===== src/rtl/sst_pkg.sv =====
package sst_pkg;
    // Bit 0 set only in the low half, so the clock output is a flop bit.
    typedef enum logic [1:0] {
        SH_IDLE = 2'b00,
        SH_LOW  = 2'b01,
        SH_HIGH = 2'b10
    } sh_state_e;
endpackage


===== src/rtl/sst_halfcnt.sv =====
module sst_halfcnt #(
    parameter int CW = 8
) (
    input  logic          clk,
    input  logic          rst_n,
    input  logic          restart,
    input  logic [CW-1:0] div,
    output logic          half_done
);
    logic [CW-1:0] cnt;

    assign half_done = (cnt == div);

    always_ff @(posedge clk or negedge rst_n) begin
        if (!rst_n) begin
            cnt <= '0;
        end else if (restart || half_done) begin
            cnt <= '0;
        end else begin
            cnt <= cnt + 1'b1;
        end
    end
endmodule


===== src/rtl/sst_buffer.sv =====
module sst_buffer #(
    parameter int DW = 8
) (
    input  logic          clk,
    input  logic          rst_n,
    input  logic          wr_en,
    input  logic [DW-1:0] wr_data,
    input  logic          take,
    input  logic          frame_end,
    output logic          buf_full,
    output logic [DW-1:0] buf_data,
    output logic          overrun,
    output logic          busy
);
    logic accept;
    logic reject;

    assign accept = wr_en && !buf_full;
    assign reject = wr_en && buf_full;

    always_ff @(posedge clk or negedge rst_n) begin
        if (!rst_n) begin
            buf_full <= 1'b0;
            buf_data <= '0;
        end else if (take) begin
            buf_full <= 1'b0;
        end else if (accept) begin
            buf_full <= 1'b1;
            buf_data <= wr_data;
        end
    end

    always_ff @(posedge clk or negedge rst_n) begin
        if (!rst_n) begin
            overrun <= 1'b0;
        end else if (reject) begin
            overrun <= 1'b1;
        end else if (accept) begin
            overrun <= 1'b0;
        end
    end

    always_ff @(posedge clk or negedge rst_n) begin
        if (!rst_n) begin
            busy <= 1'b0;
        end else if (accept) begin
            busy <= 1'b1;
        end else if (frame_end && !buf_full) begin
            busy <= 1'b0;
        end
    end

    AST_BUSY_WHEN_FULL: assert property (@(posedge clk) disable iff (!rst_n)
        buf_full |-> busy);
    AST_OVR_ON_REJECT: assert property (@(posedge clk) disable iff (!rst_n)
        reject |=> overrun);
    AST_REJECT_KEEPS_DATA: assert property (@(posedge clk) disable iff (!rst_n)
        (reject && !take) |=> $stable(buf_data));
endmodule


===== src/rtl/sst_shifter.sv =====
module sst_shifter
    import sst_pkg::*;
#(
    parameter int DW = 8,
    parameter int CW = 8
) (
    input  logic          clk,
    input  logic          rst_n,
    input  logic          tx_enable,
    input  logic          buf_full,
    input  logic [DW-1:0] buf_data,
    input  logic [CW-1:0] div,
    output logic          take,
    output logic          frame_end,
    output logic          sclk_o,
    output logic          txd_o
);
    localparam int BCW = (DW > 1) ? $clog2(DW) : 1;
    localparam logic [BCW-1:0] LAST_BIT = BCW'(DW - 1);

    sh_state_e      state, nxt;
    logic [DW-1:0]  shreg;
    logic [BCW-1:0] bit_cnt;
    logic           half_done;
    logic           shift;
    logic           last;

    assign last = (bit_cnt == LAST_BIT);

    sst_halfcnt #(.CW(CW)) u_half (
        .clk      (clk),
        .rst_n    (rst_n),
        .restart  (state == SH_IDLE),
        .div      (div),
        .half_done(half_done)
    );

    // State register
    always_ff @(posedge clk or negedge rst_n) begin
        if (!rst_n) begin
            state <= SH_IDLE;
        end else begin
            state <= nxt;
        end
    end

    // Next state and transition strobes
    always_comb begin
        nxt       = state;
        take      = 1'b0;
        frame_end = 1'b0;
        shift     = 1'b0;
        unique case (state)
            SH_IDLE: begin
                if (tx_enable && buf_full) begin      // START
                    take = 1'b1;
                    nxt  = SH_LOW;
                end
            end
            SH_LOW: begin
                if (half_done) begin                  // RISE
                    nxt = SH_HIGH;
                end
            end
            SH_HIGH: begin
                if (half_done) begin
                    if (!last) begin                  // NEXT_BIT
                        shift = 1'b1;
                        nxt   = SH_LOW;
                    end else if (tx_enable && buf_full) begin  // RELOAD
                        take = 1'b1;
                        nxt  = SH_LOW;
                    end else begin                    // FINISH
                        frame_end = 1'b1;
                        nxt       = SH_IDLE;
                    end
                end
            end
            default: nxt = SH_IDLE;
        endcase
    end

    // Shift datapath
    always_ff @(posedge clk or negedge rst_n) begin
        if (!rst_n) begin
            shreg   <= '0;
            bit_cnt <= '0;
        end else if (take) begin
            shreg   <= buf_data;
            bit_cnt <= '0;
        end else if (shift) begin
            shreg   <= shreg >> 1;
            bit_cnt <= bit_cnt + 1'b1;
        end
    end

    // Outputs
    always_comb begin
        sclk_o = !state[0];
        txd_o  = (state == SH_IDLE) ? 1'b1 : shreg[0];
    end

    AST_TXD_HOLD_LOW: assert property (@(posedge clk) disable iff (!rst_n)
        (state == SH_LOW && !half_done) |=> $stable(txd_o));
    AST_START_NEEDS_EN: assert property (@(posedge clk) disable iff (!rst_n)
        (state == SH_IDLE && !tx_enable) |=> (state == SH_IDLE));
endmodule


===== src/rtl/sst_req.sv =====
module sst_req (
    input  logic clk,
    input  logic rst_n,
    input  logic tx_enable,
    input  logic buf_full,
    input  logic take,
    input  logic irq_en,
    input  logic irq_ack,
    input  logic irq_clr,
    output logic irq_pend,
    output logic dma_req
);
    logic en_q;
    logic en_rise;
    logic evt;

    assign en_rise = tx_enable && !en_q && !buf_full;
    assign evt     = (en_rise || take) && tx_enable && irq_en;

    always_ff @(posedge clk or negedge rst_n) begin
        if (!rst_n) begin
            en_q    <= 1'b0;
            dma_req <= 1'b0;
        end else begin
            en_q    <= tx_enable;
            dma_req <= evt;
        end
    end

    always_ff @(posedge clk or negedge rst_n) begin
        if (!rst_n) begin
            irq_pend <= 1'b0;
        end else if (evt) begin
            irq_pend <= 1'b1;
        end else if (irq_ack || irq_clr) begin
            irq_pend <= 1'b0;
        end
    end

    AST_DMA_WITH_IRQ: assert property (@(posedge clk) disable iff (!rst_n)
        dma_req |-> irq_pend);
    AST_IRQ_HOLD: assert property (@(posedge clk) disable iff (!rst_n)
        (irq_pend && !irq_ack && !irq_clr) |=> irq_pend);
    AST_MASKED: assert property (@(posedge clk) disable iff (!rst_n)
        !irq_en |=> !dma_req);
    AST_QUIET_WHEN_OFF: assert property (@(posedge clk) disable iff (!rst_n)
        !tx_enable |=> !dma_req);
endmodule


===== src/rtl/sync_ser_tx.sv =====
module sync_ser_tx #(
    parameter int DW = 8,
    parameter int CW = 8
) (
    input  logic          clk,
    input  logic          rst_n,
    input  logic          tx_enable,
    input  logic [CW-1:0] div_val,
    input  logic          irq_en,
    input  logic          wr_en,
    input  logic [DW-1:0] wr_data,
    input  logic          irq_ack,
    input  logic          irq_clr,
    output logic          sclk_o,
    output logic          txd_o,
    output logic          buf_empty,
    output logic          tx_busy,
    output logic          overrun,
    output logic          irq_pend,
    output logic          dma_req
);
    logic          buf_full;
    logic [DW-1:0] buf_data;
    logic          take;
    logic          frame_end;

    sst_buffer #(.DW(DW)) u_buf (
        .clk      (clk),
        .rst_n    (rst_n),
        .wr_en    (wr_en),
        .wr_data  (wr_data),
        .take     (take),
        .frame_end(frame_end),
        .buf_full (buf_full),
        .buf_data (buf_data),
        .overrun  (overrun),
        .busy     (tx_busy)
    );

    sst_shifter #(.DW(DW), .CW(CW)) u_shf (
        .clk      (clk),
        .rst_n    (rst_n),
        .tx_enable(tx_enable),
        .buf_full (buf_full),
        .buf_data (buf_data),
        .div      (div_val),
        .take     (take),
        .frame_end(frame_end),
        .sclk_o   (sclk_o),
        .txd_o    (txd_o)
    );

    sst_req u_req (
        .clk      (clk),
        .rst_n    (rst_n),
        .tx_enable(tx_enable),
        .buf_full (buf_full),
        .take     (take),
        .irq_en   (irq_en),
        .irq_ack  (irq_ack),
        .irq_clr  (irq_clr),
        .irq_pend (irq_pend),
        .dma_req  (dma_req)
    );

    assign buf_empty = !buf_full;

    AST_IDLE_LINES: assert property (@(posedge clk) disable iff (!rst_n)
        !tx_busy |-> (sclk_o && txd_o));
    AST_LOAD_FREES: assert property (@(posedge clk) disable iff (!rst_n)
        take |=> buf_empty);
endmodule


===== config.mk =====
export PLATFORM = sky130hd
export DESIGN_NAME = sync_ser_tx
export DESIGN_NICKNAME = d
export VERILOG_FILES = /design/src/rtl/sst_pkg.sv /design/src/rtl/sst_halfcnt.sv /design/src/rtl/sst_buffer.sv /design/src/rtl/sst_shifter.sv /design/src/rtl/sst_req.sv /design/src/rtl/sync_ser_tx.sv
export SDC_FILE = /design/constraint.sdc
export NUM_CORES = 1
export LEC_CHECK = 0
export BUFFER_PORTS_ARGS = -buffer_cell sky130_fd_sc_hd__buf_2
export CORE_AREA = 5 5 70 72
export CTS_BUF_LIST = sky130_fd_sc_hd__clkbuf_16
export DETAILED_ROUTE_END_ITERATION = 7
export DIE_AREA = 0 0 75 77
export GPL_TIMING_DRIVEN = 0
export SYNTH_ARGS = -nofsm -noshare
export SYNTH_HDL_FRONTEND = slang
export SYNTH_SLANG_ARGS = --single-unit

===== constraint.sdc =====
create_clock -name clk -period 2.7 [get_ports clk]
set_input_delay 0 -clock clk [delete_from_list [all_inputs] [get_ports clk]]
set_output_delay 0 -clock clk [all_outputs]
set_load 0.02 [all_outputs]

# == After elaboration in Yosys (flattened, before gate mapping) ==
# Cells that the tools add are included.
# op_classes
n_addsub,2
n_eq_ne,7
mux,31
bitwise_logic,1
reduce_logical,22
# ops
operator,n
$mux 8,3
$mux 1,20
$reduce_bool 2->1,5
$add 8x1->8 const B,1
$eq 8x8->1,1
$logic_and 1x1->1,8
$mux 2,4
$mux 3,2
$pmux 2 s3,1
$ne 2x2->1 const B,2
$add 3x1->3 const B,1
$eq 3x3->1 const B,1
$logic_not 1->1,3
$logic_or 1x1->1,3
$reduce_and 3->1,1
$eq 2x1->1 const B,1
$eq 2x2->1 const B,1
$logic_not 2->1,1
$ne 2x1->1 const B,1
$pmux 1 s2,1
$reduce_and 2->1,1
$not 1->1,1
# totals
regBits,35
inputBits,23
output_inout_bits,7

# == Longest topological paths before layout ==
# logic_depth
word_depth,9
ltp_mapped,8
depth_no_buf,7

# == Cells and area by module ==
# From an unflattened synthesis, not the netlist that was laid out.
# unflattened
hier_cells,139
hier_area_um2,1719.1
# by_module_without_submodules
module,instances,cells_per_inst,area_per_inst_um2
sst_shifter,1,59,666.9
sst_halfcnt,1,46,521.8
sst_buffer,1,26,422.9
sst_req,1,7,103.8
sync_ser_tx,1,1,3.8

# == Least setup slack after synthesis ==
# Ideal clock, no wire load.
# synth_timing
kind,register -> register
from,register u_shf.u_half.cnt[2]
to,register u_shf.shreg[1]
arrival_ps,1729
required_time_ps,2574
slack_ps,845
stages_incl_launch_ff,7
n_path_buf,1
path_cell_list,dfrtp_1 xor2_1 nor4_2 a21oi_1 or3_1 buf_2 a221o_1
# synth_between
elab_chain_len,4
# synth_rtl
item,line,rtl
from (decl),sst_halfcnt.sv:10,logic [CW-1:0] cnt;
from (signal assigned),sst_halfcnt.sv:20,cnt <= cnt + 1'b1;
$eq 8x8->1 *,sst_halfcnt.sv:12,assign half_done = (cnt == div);
$mux 1,sst_shifter.sv:66,if (half_done) begin
$pmux 1 s2 / $mux 1 (equally long branches),sst_shifter.sv:53,unique case (state)
$mux 8 / $reduce_bool 2->1 (equally long branches),n/a,
to (signal assigned),sst_shifter.sv:89,shreg <= buf_data;
to (signal assigned),sst_shifter.sv:92,shreg <= shreg >> 1;
to (decl),sst_shifter.sv:22,logic [DW-1:0] shreg;
# Mark *: on every way between the ends. The rest lies on a longest branch, timed or not.
# A chain may end at the register's enable or synchronous reset.

# == Final worst setup path ==
# layout_timing
from,register u_shf.u_half.cnt[2]
to,register u_shf.bit_cnt[2]
# layout_between
elab_chain_len,4
# layout_rtl
item,line,rtl
$eq 8x8->1 *,sst_halfcnt.sv:12,
$mux 1,sst_shifter.sv:66,
$pmux 1 s2 / $mux 1 (equally long branches),sst_shifter.sv:53,
$mux 3 / $reduce_bool 2->1 (equally long branches),n/a,
to (signal assigned),sst_shifter.sv:93,bit_cnt <= bit_cnt + 1'b1;
to (decl),sst_shifter.sv:23,logic [BCW-1:0] bit_cnt;
# Marks and branches as above.

==> out/qor.txt <==
Clock transition at the registers of the reported paths - 50 ps
Final routed DRC violation total - 0
Mean area per synthesized cell - 11.5 um^2
Count of unique library cells instantiated by Yosys - 32
Worst-path fanout max - 10
Leakage dissipation - 0.992 nW
Number of hold violations in the final report - 0
Share of synthesized flip-flops with an asynchronous set or reset - 1.00
Fin crit share - 0.792
Global routing usage summed across all routing layers - 0.125
CP required - 2900 ps
Final cell utilization of the core - 0.493
Area occupied by multi-input gates - 683 um^2
Core outline area - 4230 um^2
Power density normalized to cell area - 885 nW/um^2
Number of register bits inferred by synthesis - 35
Family with the most delay on the worst path - simple AND/OR/NAND/NOR gates
Master of the slowest instance on the critical path - dfrtp_1
Worst clock skew - 3.65 ps
Maximum vdd drop - 0.000417 V
HPWL reported at the end of detailed placement - 2.18 mm
Prevailing post-synth register cell - dfrtp_1
Post-CTS Setup Repair Bufs - 0
Area of the die - 5780 um^2
Number of placed instances, taps included - 221
Ratio of cells with drive above 1 in the final layout - 0.280
Core Rows - 24
TritonCTS clock tree - built
Routability congestion estimate - 0.805
EDFF count, synth - 0
Number of antenna repair diodes - 0
Via total after detailed routing - 1161
Number of nets in the finished design - 214
Pin count of the biggest net entering global routing - 36
Total negative slack for setup checks - 0 ps
Total clock buffers created by CTS - 5
Number of max-cap violations - 0
Maximum count of clock buffers along a single path - 2
Area growth from synthesis to layout - 29.2%
Number of buffer and inverter stages on the critical path - 1
Drt wl/cell - 13.1 um
Antenna violations before repair - 0
Yosys warnings - 0
Die extent in x - 75 um
Shortest period the worst path allows - 2140 ps
Leftover overflow at the end of global routing - 0
F_max - 468 MHz
First drt pass iteration count - 4
Arrival time of the worst setup path - 2340 ps
Slew Viols, Final - 0
Count of buffers from port buffering - 29
CP cell instances - xor2_1, nor4_2, nand2_1, nor4b_2, buf_4, mux2i_1
Measured slew at the worst slew-check pin - 751 ps
Count of fill cells added during filler insertion - 395
Initial detailed-routing violation count - 23
TritonCTS sink count - 35
Count of non-filler cells in the finished layout - 241
Crit. End Element - register
Min Hold Slack - 45.2 ps
Netlist area before placement - 1620 um^2
Worst Hold Class - in -> reg
Number of instances in the synthesized netlist - 140
Sequential fraction of the synthesis area - 0.542
Initial Utilization - 0.382
I/O pin count - 30
Number of H-tree levels - 2
Syn_nets - 166
Final setup violation count - 0
Status - completed
Antenna-violating nets left - 0
Die H - 77 um
Overall routed net length - 3.16 mm
Mean number of vias per cell - 4.82
Skew-Pair Late Insertion Delay - 280 ps
Critical path startpoint category - register
First-pass GRT wire length - 5.45 mm
Biggest cell delay along the critical path - 430 ps
Root buf cell - clkbuf_16
Unrepaired setup endpoints after global routing - no
Critical path class - reg -> reg
Storage element area - 876 um^2
Slew Limit Headroom - 0.499
Vias in the first global route - 1237
tightest hold or removal path, cell delays in order:
cell,delay (ps)
buf_2,80
nor2_1,40
a21o_1,170
final timing paths:
check,from,endpoint,slack [ps],cells after the start
setup / recovery,u_shf.u_half.cnt[2],u_shf.bit_cnt[2],560,6
hold / removal,irq_clr,u_req.irq_pend,50,3
setup reg to reg,u_shf.u_half.cnt[2],u_shf.bit_cnt[2],560,6
hold reg to reg,u_req.irq_pend,u_req.irq_pend,490,1
max in group asynchronous,rst_n,u_buf.buf_data[2],1890,2
min in group asynchronous,rst_n,u_buf.buf_data[7],330,2
layout by cell type (no fill, tap or decap), types with 2 or more instances in the layout:
cell,count
dfrtp_1,35
buf_2,30
xor2_1,13
nor2_1,12
dlygate4sd3_1,12
mux2_2,11
inv_1,9
nor2b_1,8
a221o_1,7
nand2_1,6
nand3_1,5
clkbuf_16,5
clkbuf_1,3
a21oi_1,3
nand2b_1,3
ha_1,3
nor4_2,2
and3_1,2
mux2i_1,2
o31ai_1,2
layout make-up:
type	count	share of cell area
clock inverters	3	0.00779
repair buffers	41	0.127
multi-input cells	91	0.327
plain buffers	6	0.0132
well taps	52	0.0312
flip-flops and latches	35	0.419
inverters	8	0.0144
clock buffers	5	0.0599
kinds of logic (layout without fill, tap and decap cells):
| group | Yosys count | in the layout | share of synthesized area |
|---|---|---|---|
| compound gates | 18 | 18 | 0.0867 |
| xor+xnor | 14 | 14 | 0.0759 |
| fa+ha+maj | 3 | 3 | 0.0232 |
| buf+inv | 14 | 63 | 0.0356 |
| flops | 35 | 35 | 0.542 |
| mux | 13 | 13 | 0.0890 |
| simple gates | 43 | 43 | 0.148 |
cell usage after synthesis, drive strengths merged (2+ instances only):
| library cell | count | share of area |
|---|---|---|
| dfrtp | 35 | 0.54 |
| xor2 | 13 | 0.070 |
| nor2 | 12 | 0.028 |
| mux2 | 11 | 0.077 |
| inv | 8 | 0.019 |
| nor2b | 8 | 0.031 |
| a221o | 7 | 0.043 |
| nand2 | 6 | 0.014 |
| nand3 | 5 | 0.015 |
| a21oi | 3 | 0.0093 |
| buf | 3 | 0.010 |
| clkbuf | 3 | 0.0070 |
| ha | 3 | 0.023 |
| nand2b | 3 | 0.012 |
| and3 | 2 | 0.0077 |
| mux2i | 2 | 0.012 |
| nor4 | 2 | 0.015 |
| o31ai | 2 | 0.0093 |
flip-flops by register name, summed over array words and instances, names as in the netlist, 2 cells and up:
signal and count:
u_shf.u_half.cnt 8, u_shf.bit_cnt 3, u_shf.state 2, u_buf.buf_data 8
u_shf.shreg 8
power by group:
group          switching [W]  internal, W
combinational       0.000209     0.000250
clock               0.000206     0.000336
sequential          0.000138     0.000709
total               0.000553      0.00130
per-layer routing:
metal / up-vias / GRT usage / routed length (um)
li1: 577 / - / -
met1: 547 / 0.152 / 1420
met2: 29 / 0.191 / 1490
met3: 8 / 0.0431 / 184
met4: 0 / 0.0658 / 62
met5: - / 0 / 0
repair_timing:
item | CTS | global route
gates resized for setup | 0 | 0
hold buffers | 12 | 0
hold endpoints to repair | 47 | 0
stage by stage:
step / area, um^2 / power (W) / setup WS [ps]
after floorplan: 1620 / 0.00117 / 845
after global placement: 1830 / 0.00128 / 574
after detailed placement: 1830 / 0.00131 / 535
after CTS: 2090 / 0.00188 / 512
after global routing: 2090 / 0.00197 / 325
final: 2090 / 0.00185 / 562
Note: power is estimated with default switching activity, not from simulation.
